`src/rtl/rstc_pkg.sv`:
```
`timescale 1ns/1ps
package rstc_pkg;
  // output slots
  localparam int OUT_CPU = 0;
  localparam int OUT_IO  = 1;
  localparam int OUT_XIR = 2;
  localparam int NUM_OUT = 3;
  // asynchronous source slots
  localparam int SRC_PWR = 0;
  localparam int SRC_POR = 1;
  localparam int SRC_XIR = 2;
  localparam int NUM_SRC = 3;
  // status bits (cause log), placed at STAT_LSB in the control word
  localparam int ST_PWR  = 0;
  localparam int ST_POR  = 1;
  localparam int ST_XIR  = 2;
  localparam int ST_SW   = 3;
  localparam int NUM_ST  = 4;
  localparam int STAT_LSB = 4;
  // addresses
  localparam logic ADDR_CTRL = 1'b0;
  localparam logic ADDR_HOLD = 1'b1;
  typedef logic [NUM_ST-1:0] cause_t;
endpackage

```
`src/rtl/rstc_sync_edge.sv`:
```
`timescale 1ns/1ps
module rstc_sync_edge #(
  parameter int STAGES = 2
) (
  input  logic clk,
  input  logic rst,
  input  logic async_i,
  output logic rise_o
);
  logic [STAGES-1:0] chain;
  logic              prev;

  always_ff @(posedge clk) begin
    if (rst) begin
      chain <= '0;
      prev  <= 1'b0;
    end else begin
      chain <= {chain[STAGES-2:0], async_i};
      prev  <= chain[STAGES-1];
    end
  end

  assign rise_o = chain[STAGES-1] & ~prev;

  AST_EDGE_SINGLE: assert property (@(posedge clk) disable iff (rst)
    rise_o |=> !rise_o) else $error("edge pulse longer than one cycle");
endmodule

```
`src/rtl/rstc_stretch.sv`:
```
`timescale 1ns/1ps
module rstc_stretch #(
  parameter int               CNT_W    = 8,
  parameter bit               INIT_ON  = 1'b0,
  parameter logic [CNT_W-1:0] INIT_CNT = '0
) (
  input  logic             clk,
  input  logic             rst,
  input  logic             trig_i,
  input  logic [CNT_W-1:0] len_i,
  output logic             rst_o
);
  localparam logic [CNT_W-1:0] ONE = CNT_W'(1);
  logic [CNT_W-1:0] cnt;

  always_ff @(posedge clk) begin
    if (rst) begin
      cnt   <= INIT_ON ? INIT_CNT : '0;
      rst_o <= INIT_ON;
    end else if (trig_i) begin
      cnt   <= len_i;
      rst_o <= 1'b1;
    end else begin
      rst_o <= (cnt > ONE);
      if (cnt != '0) cnt <= cnt - ONE;
    end
  end

  AST_CNT_IMPLIES_OUT: assert property (@(posedge clk) disable iff (rst)
    (cnt != '0) |-> rst_o) else $error("count pending but output low");
  AST_FALL_DRAINED: assert property (@(posedge clk) disable iff (rst)
    $fell(rst_o) |-> (cnt == '0)) else $error("output released early");
endmodule

```
`src/rtl/rstc_regs.sv`:
```
`timescale 1ns/1ps
module rstc_regs
  import rstc_pkg::*;
#(
  parameter int               DW           = 8,
  parameter int               HOLD_W       = 8,
  parameter logic [HOLD_W-1:0] HOLD_DEFAULT = 16
) (
  input  logic              clk,
  input  logic              rst,
  input  logic              wr_i,
  input  logic              addr_i,
  input  logic [DW-1:0]     wdata_i,
  input  cause_t            set_i,
  output logic [DW-1:0]     rdata_o,
  output logic [HOLD_W-1:0] hold_o
);
  cause_t status;
  cause_t clr;
  logic   wr_ctrl;

  assign wr_ctrl = wr_i && (addr_i == ADDR_CTRL);
  assign clr     = wr_ctrl ? wdata_i[STAT_LSB +: NUM_ST] : '0;

  always_ff @(posedge clk) begin
    if (rst) begin
      status <= '0;
      hold_o <= HOLD_DEFAULT;
    end else begin
      if (set_i[ST_PWR]) status <= cause_t'(1) << ST_PWR;
      else               status <= (status & ~clr) | set_i;
      if (wr_i && addr_i == ADDR_HOLD) hold_o <= wdata_i[HOLD_W-1:0];
    end
  end

  always_comb begin
    rdata_o = '0;
    if (addr_i == ADDR_CTRL) rdata_o[STAT_LSB +: NUM_ST] = status;
    else                     rdata_o[HOLD_W-1:0]        = hold_o;
  end

  AST_PWR_CLEARS: assert property (@(posedge clk) disable iff (rst)
    set_i[ST_PWR] |=> (status == (cause_t'(1) << ST_PWR))) else $error("power-on log");
  AST_W1C_POR: assert property (@(posedge clk) disable iff (rst)
    (wr_ctrl && wdata_i[STAT_LSB+ST_POR] && !set_i[ST_POR] && !set_i[ST_PWR])
      |=> !status[ST_POR]) else $error("write-one clear");
  AST_BTN_KEEPS: assert property (@(posedge clk) disable iff (rst)
    (set_i[ST_XIR] && !set_i[ST_PWR] && !wr_ctrl && status[ST_POR])
      |=> status[ST_POR] && status[ST_XIR]) else $error("button log");
endmodule

```
`src/rtl/sys_reset_ctrl.sv`:
```
`timescale 1ns/1ps
module sys_reset_ctrl
  import rstc_pkg::*;
#(
  parameter int               DW           = 8,
  parameter int               HOLD_W       = 8,
  parameter logic [HOLD_W-1:0] HOLD_DEFAULT = 16,
  parameter int               SYNC_STAGES  = 2
) (
  input  logic          clk,
  input  logic          rst,
  input  logic          pwr_on_i,
  input  logic          por_btn_i,
  input  logic          xir_btn_i,
  input  logic          reg_wr_i,
  input  logic          reg_addr_i,
  input  logic [DW-1:0] reg_wdata_i,
  output logic [DW-1:0] reg_rdata_o,
  output logic          cpu_rst_o,
  output logic          io_rst_o,
  output logic          xir_o
);
  localparam logic [NUM_OUT-1:0] INIT_ON = 3'b011;

  logic [NUM_SRC-1:0] async_in;
  logic [NUM_SRC-1:0] evt;
  logic [NUM_OUT-1:0] sw_req;
  logic [NUM_OUT-1:0] trig;
  logic [NUM_OUT-1:0] rst_vec;
  logic [HOLD_W-1:0]  hold;
  logic               sw_wr;
  cause_t             cause_set;

  assign async_in[SRC_PWR] = pwr_on_i;
  assign async_in[SRC_POR] = por_btn_i;
  assign async_in[SRC_XIR] = xir_btn_i;

  for (genvar s = 0; s < NUM_SRC; s++) begin : g_sync
    rstc_sync_edge #(.STAGES(SYNC_STAGES)) u_sync (
      .clk(clk), .rst(rst), .async_i(async_in[s]), .rise_o(evt[s]));
  end

  assign sw_wr  = reg_wr_i && (reg_addr_i == ADDR_CTRL);
  assign sw_req = sw_wr ? reg_wdata_i[NUM_OUT-1:0] : '0;

  assign trig[OUT_CPU] = evt[SRC_PWR] | evt[SRC_POR] | sw_req[OUT_CPU];
  assign trig[OUT_IO]  = evt[SRC_PWR] | evt[SRC_POR] | sw_req[OUT_IO];
  assign trig[OUT_XIR] = evt[SRC_XIR] | sw_req[OUT_XIR];

  assign cause_set[ST_PWR] = evt[SRC_PWR];
  assign cause_set[ST_POR] = evt[SRC_POR];
  assign cause_set[ST_XIR] = evt[SRC_XIR];
  assign cause_set[ST_SW]  = |sw_req;

  for (genvar o = 0; o < NUM_OUT; o++) begin : g_out
    rstc_stretch #(
      .CNT_W(HOLD_W), .INIT_ON(INIT_ON[o]), .INIT_CNT(HOLD_DEFAULT)
    ) u_stretch (
      .clk(clk), .rst(rst), .trig_i(trig[o]), .len_i(hold), .rst_o(rst_vec[o]));
  end

  rstc_regs #(.DW(DW), .HOLD_W(HOLD_W), .HOLD_DEFAULT(HOLD_DEFAULT)) u_regs (
    .clk(clk), .rst(rst), .wr_i(reg_wr_i), .addr_i(reg_addr_i),
    .wdata_i(reg_wdata_i), .set_i(cause_set), .rdata_o(reg_rdata_o), .hold_o(hold));

  assign cpu_rst_o = rst_vec[OUT_CPU];
  assign io_rst_o  = rst_vec[OUT_IO];
  assign xir_o     = rst_vec[OUT_XIR];

  AST_XIR_PATH: assert property (@(posedge clk) disable iff (rst)
    evt[SRC_XIR] |=> xir_o) else $error("xir button not routed");
  AST_POR_PATH: assert property (@(posedge clk) disable iff (rst)
    evt[SRC_POR] |=> (cpu_rst_o && io_rst_o)) else $error("button not routed");
  AST_PWR_PATH: assert property (@(posedge clk) disable iff (rst)
    evt[SRC_PWR] |=> (cpu_rst_o && io_rst_o)) else $error("power-on not routed");
  AST_SW_PATH: assert property (@(posedge clk) disable iff (rst)
    sw_req[OUT_IO] |=> io_rst_o) else $error("software request lost");
endmodule

```
`config.mk`:
```
export PLATFORM = sky130hd
export DESIGN_NAME = sys_reset_ctrl
export DESIGN_NICKNAME = d
export VERILOG_FILES = /design/src/rtl/rstc_pkg.sv /design/src/rtl/rstc_sync_edge.sv /design/src/rtl/rstc_stretch.sv /design/src/rtl/rstc_regs.sv /design/src/rtl/sys_reset_ctrl.sv
export SDC_FILE = /design/constraint.sdc
export NUM_CORES = 1
export LEC_CHECK = 0
export ABC_AREA = 1
export BUFFER_PORTS_ARGS = -buffer_cell sky130_fd_sc_hd__buf_2
export CORE_ASPECT_RATIO = 1.75
export CORE_MARGIN = 2
export CORE_UTILIZATION = 63
export CTS_CLUSTER_DIAMETER = 40
export DETAILED_ROUTE_END_ITERATION = 10
export PLACE_DENSITY = 0.83
export REMOVE_ABC_BUFFERS = 1
export SYNTH_ARGS = -nofsm -noshare
export SYNTH_HDL_FRONTEND = slang
export SYNTH_SLANG_ARGS = --single-unit
```
`constraint.sdc`:
```
create_clock -name clk -period 2.6 [get_ports clk]
set_input_delay 0.13 -clock clk [delete_from_list [all_inputs] [get_ports clk]]
set_output_delay 0.13 -clock clk [all_outputs]
set_load 0.02 [all_outputs]
```
======== After elaboration in Yosys (flattened, before gate mapping) ========
Index checks and enable logic that the tools add are counted.
cells by class
  add/sub/neg operators ................... 3
  order comparisons ....................... 3
  mux-type cells .......................... 12
  bitwise operators ....................... 14
  reduce and logical (&&, ||, !) cells .... 12
operators with widths
  operator                                             count
  2-to-1 mux 8 bit                                     6
  > comparator 8 x 1 -> 1 bit (second input constant)  3
  nonzero test 8 bit                                   3
  subtractor 8 x 1 -> 8 bit (second input constant)    3
  2-to-1 mux 4 bit                                     3
  nonzero test 2 bit                                   3
  OR reduction 2 bit                                   3
  bitwise AND 4 bit                                    1
  NOT 1 bit                                            4
  NOT 4 bit                                            1
  bitwise OR 1 bit                                     4
  bitwise OR 4 bit                                     1
  bitwise AND 1 bit                                    3
  2-to-1 mux 3 bit                                     1
  OR reduction 3 bit                                   1
  logical AND 1 bit                                    2
  2-to-1 mux 1 bit                                     2
storage, ports and cells
  register bits ........................... 48
  input port bits ......................... 15
  output and inout bits ................... 11
  word-level logic and storage cells ...... 59

======== Longest topological paths before layout ========
Gate-level depths: netlist of run 1.
  depth after elaboration ................. 7
  gate-level depth with buffers ........... 9
  gate-level depth less buffers ........... 9

======== Hierarchy ========
From an unflattened synthesis of run 1, not the netlist that was laid out.
unflattened totals
  cell total of the unflattened synthesis .. 382
  area total of the unflattened synthesis .. 2625.0 µm²
modules (own cells, without submodules)
  module                                  times used  cells each  area each (µm²)  seq. area each (µm²)
  rstc_stretch at g_out[0].u_stretch ...  2           84          578.1            180.2
  rstc_stretch at g_out[2].u_stretch      1           95          633.1            180.2
  rstc_regs                               1           78          528.0            240.2
  rstc_sync_edge                          3           10          86.3             60.1
  sys_reset_ctrl                          1           11          48.8             0.0

======== Worst setup path after synthesis of run 1 ========
Ideal clock, no wire load.
  path kind ............................... reg-to-reg
  start point ............................. register g_out[1].u_stretch.cnt[0]
  end point ............................... register g_out[1].u_stretch.cnt[0]
  setup time .............................. 132 ps
  data arrival time ....................... 1084 ps
  required time ........................... 2468 ps
  slack ................................... 1384 ps
  cell stages (with the launch flop) ...... 8
  buffers on the path ..................... 0
  period minus slack after synthesis ...... 1216 ps
  path through ............................ dfxtp_1 -> inv_1 -> ha_1 -> nand2_1 -> nor2_2 -> nand2_1 -> nand2_1 -> a21oi_1
on the way
  cells in the longest elaborated chain, start to end .. 3
  elaborated cells between the ends (all ways) .. 5
  classes of those cells .................. 1 x add/sub; 2 x mux; 2 x reduce/logical
RTL lines
  element                    RTL line            text
  start: declaration         rstc_stretch.sv:14  logic [CNT_W-1:0] cnt;
  start signal: assignment   rstc_stretch.sv:18  cnt <= INIT_ON ? INIT_CNT : '0;
  start signal: assignment   rstc_stretch.sv:21  cnt <= len_i;
  start signal: assignment   rstc_stretch.sv:25  if (cnt != '0) cnt <= cnt - ONE;
  subtractor 8 x 1 -> 8 bit  rstc_stretch.sv:25
  2-to-1 mux 8 bit           rstc_stretch.sv:25
  2-to-1 mux 8 bit           rstc_stretch.sv:20  end else if (trig_i) begin
Several ways; a longest one is shown, not always the timed one. The select of a mux whose other input is x is not followed.
A chain may end at the register's enable or synchronous reset.

======== Worst setup path in the final report of run 1 ========
  start point ............................. register g_sync[2].u_sync.chain[1]
  end point ............................... register g_out[2].u_stretch.cnt[2]
on the way
  cells in the longest elaborated chain, start to end .. 3
  elaborated cells between the ends (all ways) .. 4
  classes of those cells .................. 1 x mux; 2 x bitwise; 1 x reduce/logical
RTL lines
  element                                                        RTL line              text
  start: declaration                                             rstc_sync_edge.sv:10  logic [STAGES-1:0] chain;
  start signal: assignment                                       rstc_sync_edge.sv:18  chain <= {chain[STAGES-2:0], async_i};
  bitwise AND 1 bit *                                            rstc_sync_edge.sv:23  assign rise_o = chain[STAGES-1] & ~prev;
  bitwise OR 1 bit *                                             sys_reset_ctrl.sv:48  assign trig[OUT_XIR] = evt[SRC_XIR] | sw_req[OUT_XIR];
  2-to-1 mux 8 bit / nonzero test 2 bit (equally long branches)  --
  end signal: assignment                                         rstc_stretch.sv:18
  end signal: assignment                                         rstc_stretch.sv:21
  end signal: assignment                                         rstc_stretch.sv:25
  end: declaration                                               rstc_stretch.sv:14
Mark *: on every way between the ends. The rest lies on a longest branch, timed or not.

==> out/results.ini, run 1 <==
[logic_synthesis]
ys_seq_elements=48
avgSynthCellArea_sq_um=6.89
synth_compound_area_share_pct=11.5
async_flop_share_pct=0
synth_fa_ha_area_share_pct=4.50
yosysMostFrequentCell=nand2_1
synthMuxAreaShare_pct=0
yosys_warnings=0
yosys.area.top_type=dfxtp_1
synth_area_sq_um=2500
synthFlopType=dfxtp_1
ys_types=27
synth-xor-area-share_pct=2.10
synth-simple-area-share_pct=34.4
yosysSeqAreaShare_pct=38.4
synth_edf_count=0
yosysTopAreaCellShare_pct=38.4
synth_top_family_by_area=simple AND/OR/NAND/NOR gates
yosys-top-cells-count=97 x nand2_1, 48 x dfxtp_1, 46 x nor2_1
synth_area_leaders=dfxtp_1 38%, nand2_1 15%, nor2_1 6.9%, inv_1 6.3%, a21oi_1 5.2%
syn_inst=363

[sta]
post-route-period-util_pct=53.2
setup_violations=0
tns_ps=0
finalCriticalPeriod_ps=1380
worst_pin_slew_ps=566
hold_viol=0
rsz0062_at_grt=false
worst_slack_ps=1220
maxSlewViolCount=0
fmax_mhz=724
max_slew_margin_pct=62.3
finalClockSkew_ps=2.27

[global_route]
grt_usage_pct=26.8
grt_pass1_wl_mm=9.05
antenna_found_initial=0
overflow=0
grt_pass1_vias=2141
grt_max_degree=32

[floorplanning]
initial_utilization_pct=65.4
dieWidth_microns=51.6
num_rows=30
die_area_sq_um=4510
core_sq_um=3830
die_y_microns=87.4
boundaryPins=26

[cells_and_area]
utilization_pct=71.6
n_antenna_cell=0
n_fill_cell=352
final_layout_size_suffix_gt1_share_pct=14.9
fin_cells=437
nNetsFinal=412
areaGrowthSynthToFinish_pct=9.50

[pwr]
p_switching_w=0.000932
p_total_w=0.00235
powerDensity_nw_per_um2=857
combPwrFrac_pct=39.1
intPower_w=0.00142
power.share.clock_pct=19.7
switching_share_pct=39.7
ir_worst_vdd_uv=800
p_seq_share_pct=41.2
power.leakage_nw=1.30

[placement]
place_congestion=0.883
dp_cells=429
portBuffers=25
dp_worst_setup_slack_ps=1230
dpl.hpwl_mm=4.09

[clock_network]
cts_made_buffers=5
cts_tree=done
htree_levels=2
clock_sinks=48
cts_resized=0
holdBufCountCts=0
insertion_delay_ps=300
cts_buffer_depth=2
cts_root_buf=clkbuf_8
clkTransAtPathRegs_ps=80
post_cts_buffers=0

[detailed_routing]
dr.first_iter.drc_count=49
vias=2288
drtAntennaViolNets=0
routed_wl_mm=5.39
dr.pass1.iters=4
vias_per_cell=5.24
wl_per_cell_microns=12.3
drc_errors=0

[job]
max_cap_violations=0

[setup_path]
worst_path_max_delay_cell=dfxtp_1
crit_buf_inv=1
reg2reg_from=g_sync[2].u_sync.chain[1]
crit_arrival_ps=1620
crit_path_cell_trace=inv_1 -> or2_1 -> nand2_2 -> nor2_1 -> nand2_2 -> nand2_1 -> a21oi_1
crit_top_cell=nand2_2
critPathTopFamily=simple AND/OR/NAND/NOR gates
critPathLaunchType=flip-flop
slowest_delay_ps=320
cp-startpoint=g_sync[2].u_sync.chain[1]
endpoint_kind=flip-flop
crit_fanout=12
required_ps=2840
path_class=flip-flop to flip-flop

[run_status]
outcome=finished, final reports clean

[min_path]
min_path_type=input port to flip-flop
hp-start=xir_btn_i

[final cells by class]
type | count | area, sq um | area share, %
clock buffer | 7 | 86.3 | 3.15
sequential | 48 | 961 | 35.1
multi-input combinational | 259 | 1310 | 47.9
inverter | 49 | 186 | 6.80
clock inverter | 1 | 7.51 | 0.274
timing repair buffer | 25 | 125 | 4.57
tap | 48 | 60.1 | 2.19
[registers in the layout (all words and copies together), names as in the netlist]
name	count
g_out.u_stretch.rst_o	3
u_regs.status	4
g_out.u_stretch.cnt	24
u_regs.hold_o	8
g_sync.u_sync.chain	6
g_sync.u_sync.prev	3
[cells by family (layout without fill, tap and decap cells)]
| family | Yosys count | after routing |
|---|---|---|
| simple gates | 189 | 189 |
| buf+inv | 56 | 82 |
| compound gates | 55 | 55 |
| flops | 48 | 48 |
| fa+ha+maj | 9 | 9 |
| xor+xnor | 6 | 6 |
[worst register-to-register path, stage by stage (launching register included)]
cell and delay [ps]:
dfxtp_1 320, inv_1 50, or2_1 250, nand2_2 210, nor2_1 120, nand2_2 120, nand2_1 110, a21oi_1 150
[power groups by stage]
| stage | registers (W) | clock network [W] | logic [W] |
|---|---|---|---|
| after floorplan | 0.000965 | 0 | 0.000723 |
| after global placement | 0.000979 | 0 | 0.000889 |
| after detailed placement | 0.000981 | 0 | 0.000914 |
| after CTS | 0.000966 | 0.000473 | 0.000919 |
| after global routing | 0.000983 | 0.000498 | 0.00106 |
| final | 0.000967 | 0.000462 | 0.000918 |
[stage by stage]
stage | hold WS [ps] | area [sq um]
floorplan | 199 | 2460
global placement | 329 | 2650
detailed placement | 347 | 2650
CTS | 23.2 | 2740
global route | 25.4 | 2740
finish | 28.6 | 2740
[per-layer routing]
layer | part of all wire (%) | vias up | track usage, %
li1 | - | 1194 | -
met1 | 39 | 1034 | 28.4
met2 | 54 | 47 | 48.7
met3 | 3.2 | 13 | 4.47
met4 | 2.9 | 0 | 14.4
met5 | 0 | - | 0
[path summary, 6_finish.rpt]
path / endpoint / slack, ps / cells after the start
min: g_sync[2].u_sync.chain[0] / 30 / 3
min reg2reg: g_sync[0].u_sync.chain[1] / 410 / 2
max: g_out[2].u_stretch.cnt[2] / 1220 / 7
max reg2reg: g_out[2].u_stretch.cnt[2] / 1220 / 7
[layout by cell type (no fill, tap or decap), types with 2 or more instances in the layout]
cell / netlist / layout
xor2_1: 5 / 5
ha_1: 9 / 9
inv_2: 6 / 6
a21oi_1: 26 / 26
o21ai_1: 8 / 8
nand2_2: 4 / 4
o21ai_0: 17 / 17
nor2_4: 2 / 2
nand3_2: 4 / 4
nand2_1: 97 / 97
nor2_1: 46 / 46
clkbuf_8: 0 / 6
o211ai_1: 2 / 2
dfxtp_1: 48 / 48
nor2_2: 5 / 5
inv_1: 42 / 42
nand3_1: 19 / 19
buf_2: 0 / 25
nand3_4: 2 / 2
nand4_1: 7 / 7
No activity file was read; power rests on OpenSTA's default activity.
==> run 2, diff against run 1 <==
--- a/config.mk
+++ b/config.mk
@@ -9,10 +9,10 @@
 export BUFFER_PORTS_ARGS = -buffer_cell sky130_fd_sc_hd__buf_2
 export CORE_ASPECT_RATIO = 1.75
 export CORE_MARGIN = 2
-export CORE_UTILIZATION = 63
+export CORE_UTILIZATION = 58
 export CTS_CLUSTER_DIAMETER = 40
 export DETAILED_ROUTE_END_ITERATION = 10
-export PLACE_DENSITY = 0.83
+export PLACE_DENSITY = 0.77
 export REMOVE_ABC_BUFFERS = 1
 export SYNTH_ARGS = -nofsm -noshare
 export SYNTH_HDL_FRONTEND = slang
==> constraint.sdc (replaced) <==
create_clock -name clk -period 1.3 [get_ports clk]
set_input_delay 0.065 -clock clk [delete_from_list [all_inputs] [get_ports clk]]
set_output_delay 0.065 -clock clk [all_outputs]
set_load 0.02 [all_outputs]
==> run 2 against run 1 <==
Compared with the run above:
- count of clock-buffer cells in the layout is 1 lower
- register-to-register slack worse by 1100 ps
- worst setup slack worse by 1100 ps
==> out/results.ini, run 2 (synthesized netlist as in run 1, its figures left out) <==
[run_status]
outcome=finished, final reports clean  ; unchanged

[detailed_routing]
vias=2367  ; was 2288
wl_per_cell_microns=12.5  ; was 12.3 microns
drtAntennaViolNets=0  ; unchanged
dr.first_iter.drc_count=47  ; was 49
vias_per_cell=5.18  ; was 5.24
dr.pass1.iters=6  ; was 4
routed_wl_mm=5.69  ; was 5.39 mm
drc_errors=0  ; unchanged

[pwr]
p_seq_share_pct=37.2  ; was 41.2%
power.leakage_nw=1.42  ; was 1.30 nW
intPower_w=0.00324  ; was 0.00142 W
p_switching_w=0.00196  ; was 0.000932 W
ir_worst_vdd_uv=1390  ; was 800 uV
switching_share_pct=37.8  ; was 39.7%
combPwrFrac_pct=40.9  ; was 39.1%
power.share.clock_pct=21.9  ; was 19.7%
powerDensity_nw_per_um2=1740  ; was 857 nW/um^2

[global_route]
antenna_found_initial=0  ; unchanged
grt_pass1_vias=2273  ; was 2141
grt_pass1_wl_mm=9.69  ; was 9.05 mm
overflow=0  ; unchanged
grt_max_degree=31  ; was 32
grt_usage_pct=26.5  ; was 26.8%

[sta]
finalClockSkew_ps=10.8  ; was 2.27 ps
max_slew_margin_pct=69.5  ; was 62.3%
tns_ps=0  ; unchanged
post-route-period-util_pct=93.5  ; was 53.2%
rsz0062_at_grt=true  ; was false
worst_slack_ps=85.1  ; was 1220 ps
fmax_mhz=823  ; was 724 MHz
hold_viol=0  ; unchanged
worst_pin_slew_ps=457  ; was 566 ps
maxSlewViolCount=0  ; unchanged
finalCriticalPeriod_ps=1210  ; was 1380 ps
hold_ws_ps=33.2  ; was 28.6 ps
setup_violations=0  ; unchanged

[clock_network]
cts_tree=done  ; unchanged
cts_buffer_depth=2  ; unchanged
htree_levels=2  ; unchanged
cts_root_buf=clkbuf_8  ; unchanged
clock_sinks=48  ; unchanged
clkTransAtPathRegs_ps=100  ; was 80 ps
cts_made_buffers=5  ; unchanged
insertion_delay_ps=300  ; about the same

[setup_path]
endpoint_kind=flip-flop  ; unchanged
crit_arrival_ps=1460  ; was 1620 ps
crit_fanout=5  ; was 12
path_class=flip-flop to flip-flop  ; unchanged
critPathLaunchType=flip-flop  ; unchanged
required_ps=1540  ; was 2840 ps

[cells_and_area]
nNetsFinal=431  ; was 412
n_antenna_cell=0  ; unchanged
final_layout_size_suffix_gt1_share_pct=22.5  ; was 14.9%
multiInputGateArea_sq_um=1370  ; was 1310 sq um
top_regs=g_out.u_stretch.cnt: 24 flops, u_regs.hold_o: 8 flops, g_sync.u_sync.chain: 6 flops  ; unchanged
final_cell_mix=94 x nand2_1, 45 x dfxtp_1, 43 x nor2_1, 39 x inv_1  ; was 97 x nand2_1, 48 x dfxtp_1, 46 x nor2_1, 42 x inv_1, 26 x a21oi_1
utilization_pct=72.0  ; was 71.6%
largest_reg_flops=24  ; unchanged
fin_area_sq_um=2990  ; was 2740 sq um
seqCellArea_sq_um=965  ; was 961 sq um
areaGrowthSynthToFinish_pct=19.5  ; was 9.50%
n_fill_cell=341  ; was 352
final_common_cell=nand2_1  ; unchanged
top_register=g_out.u_stretch.cnt  ; unchanged

[floorplanning]
die_y_microns=90.9  ; was 87.4 microns
num_rows=31  ; was 30
dieWidth_microns=53.7  ; was 51.6 microns
die_area_sq_um=4880  ; was 4510 sq um
initial_utilization_pct=60.3  ; was 65.4%
core_sq_um=4150  ; was 3830 sq um
boundaryPins=26  ; unchanged

[placement]
place_congestion=0.877  ; was 0.883
placed_cell_area_sq_um=2750  ; was 2650 sq um
portBuffers=25  ; unchanged
dp_worst_setup_slack_ps=-32.6  ; was 1230 ps
dpl.hpwl_mm=4.22  ; was 4.09 mm

[job]
max_cap_violations=0  ; unchanged

[min_path]
min_path_type=input port to flip-flop  ; unchanged

## run 2: final timing paths
check | from | slack (ps) | endpoint | cells past startpoint
setup reg to reg | g_out[2].u_stretch.cnt[0] | 90 | g_out[2].u_stretch.cnt[4] | 7
hold / removal | reg_wdata_i[5] | 30 | u_regs.hold_o[5] | 3
setup / recovery | g_out[2].u_stretch.cnt[0] | 90 | g_out[2].u_stretch.cnt[4] | 7
hold reg to reg | g_sync[0].u_sync.chain[0] | 410 | g_sync[0].u_sync.chain[1] | 2
## run 2: per-stage QoR
stage | cells | total power (W)
3_3_place_gp | 444 | 0.00393
6_report | 457 | 0.00520
4_1_cts | 455 | 0.00512
5_1_grt | 457 | 0.00563
2_1_floorplan | 356 | 0.00338
3_5_place_dp | 444 | 0.00395
## run 2: per-layer routing
layer | vias up | routed length [microns] | global-route usage [%]
met1 | 1058 | 2300 | 29.7
met4 | 0 | 235 | 11.8
li1 | 1235 | - | -
met5 | - | 0 | 0
met2 | 57 | 2970 | 46.2
met3 | 17 | 188 | 4.64
## run 2: timing repair
item,CTS,global route
hold buffers,3,0
pin swaps,0,5
buffers inserted,0,2
setup endpoints to repair,6,22
gates resized for setup,2,20
hold endpoints to repair,3,0
## run 2: power by group through the flow
stage / clock [W] / combinational (W) / sequential [W]
final: 0.00114 / 0.00213 / 0.00194
after global routing: 0.00123 / 0.00243 / 0.00197
after CTS: 0.00117 / 0.00202 / 0.00193
after detailed placement: 0 / 0.00200 / 0.00195
after global placement: 0 / 0.00198 / 0.00195
after floorplan: 0 / 0.00145 / 0.00193
## run 2: cell type report
class / count / area share, %
clock buffer: 6 / 2.76
clock inverter: 2 / 1.30
inverter: 49 / 6.24
multi-input combinational: 259 / 45.8
sequential: 48 / 32.3
tap: 49 / 2.05
timing repair buffer: 44 / 9.63
## run 2: critical path, stage by stage (launching register included)
cell and delay, ps:
dfxtp_1 340, inv_1 100, ha_1 210, nand2_1 100, inv_1 80, nand2_2 110, nand2_2 100, a21oi_1 140
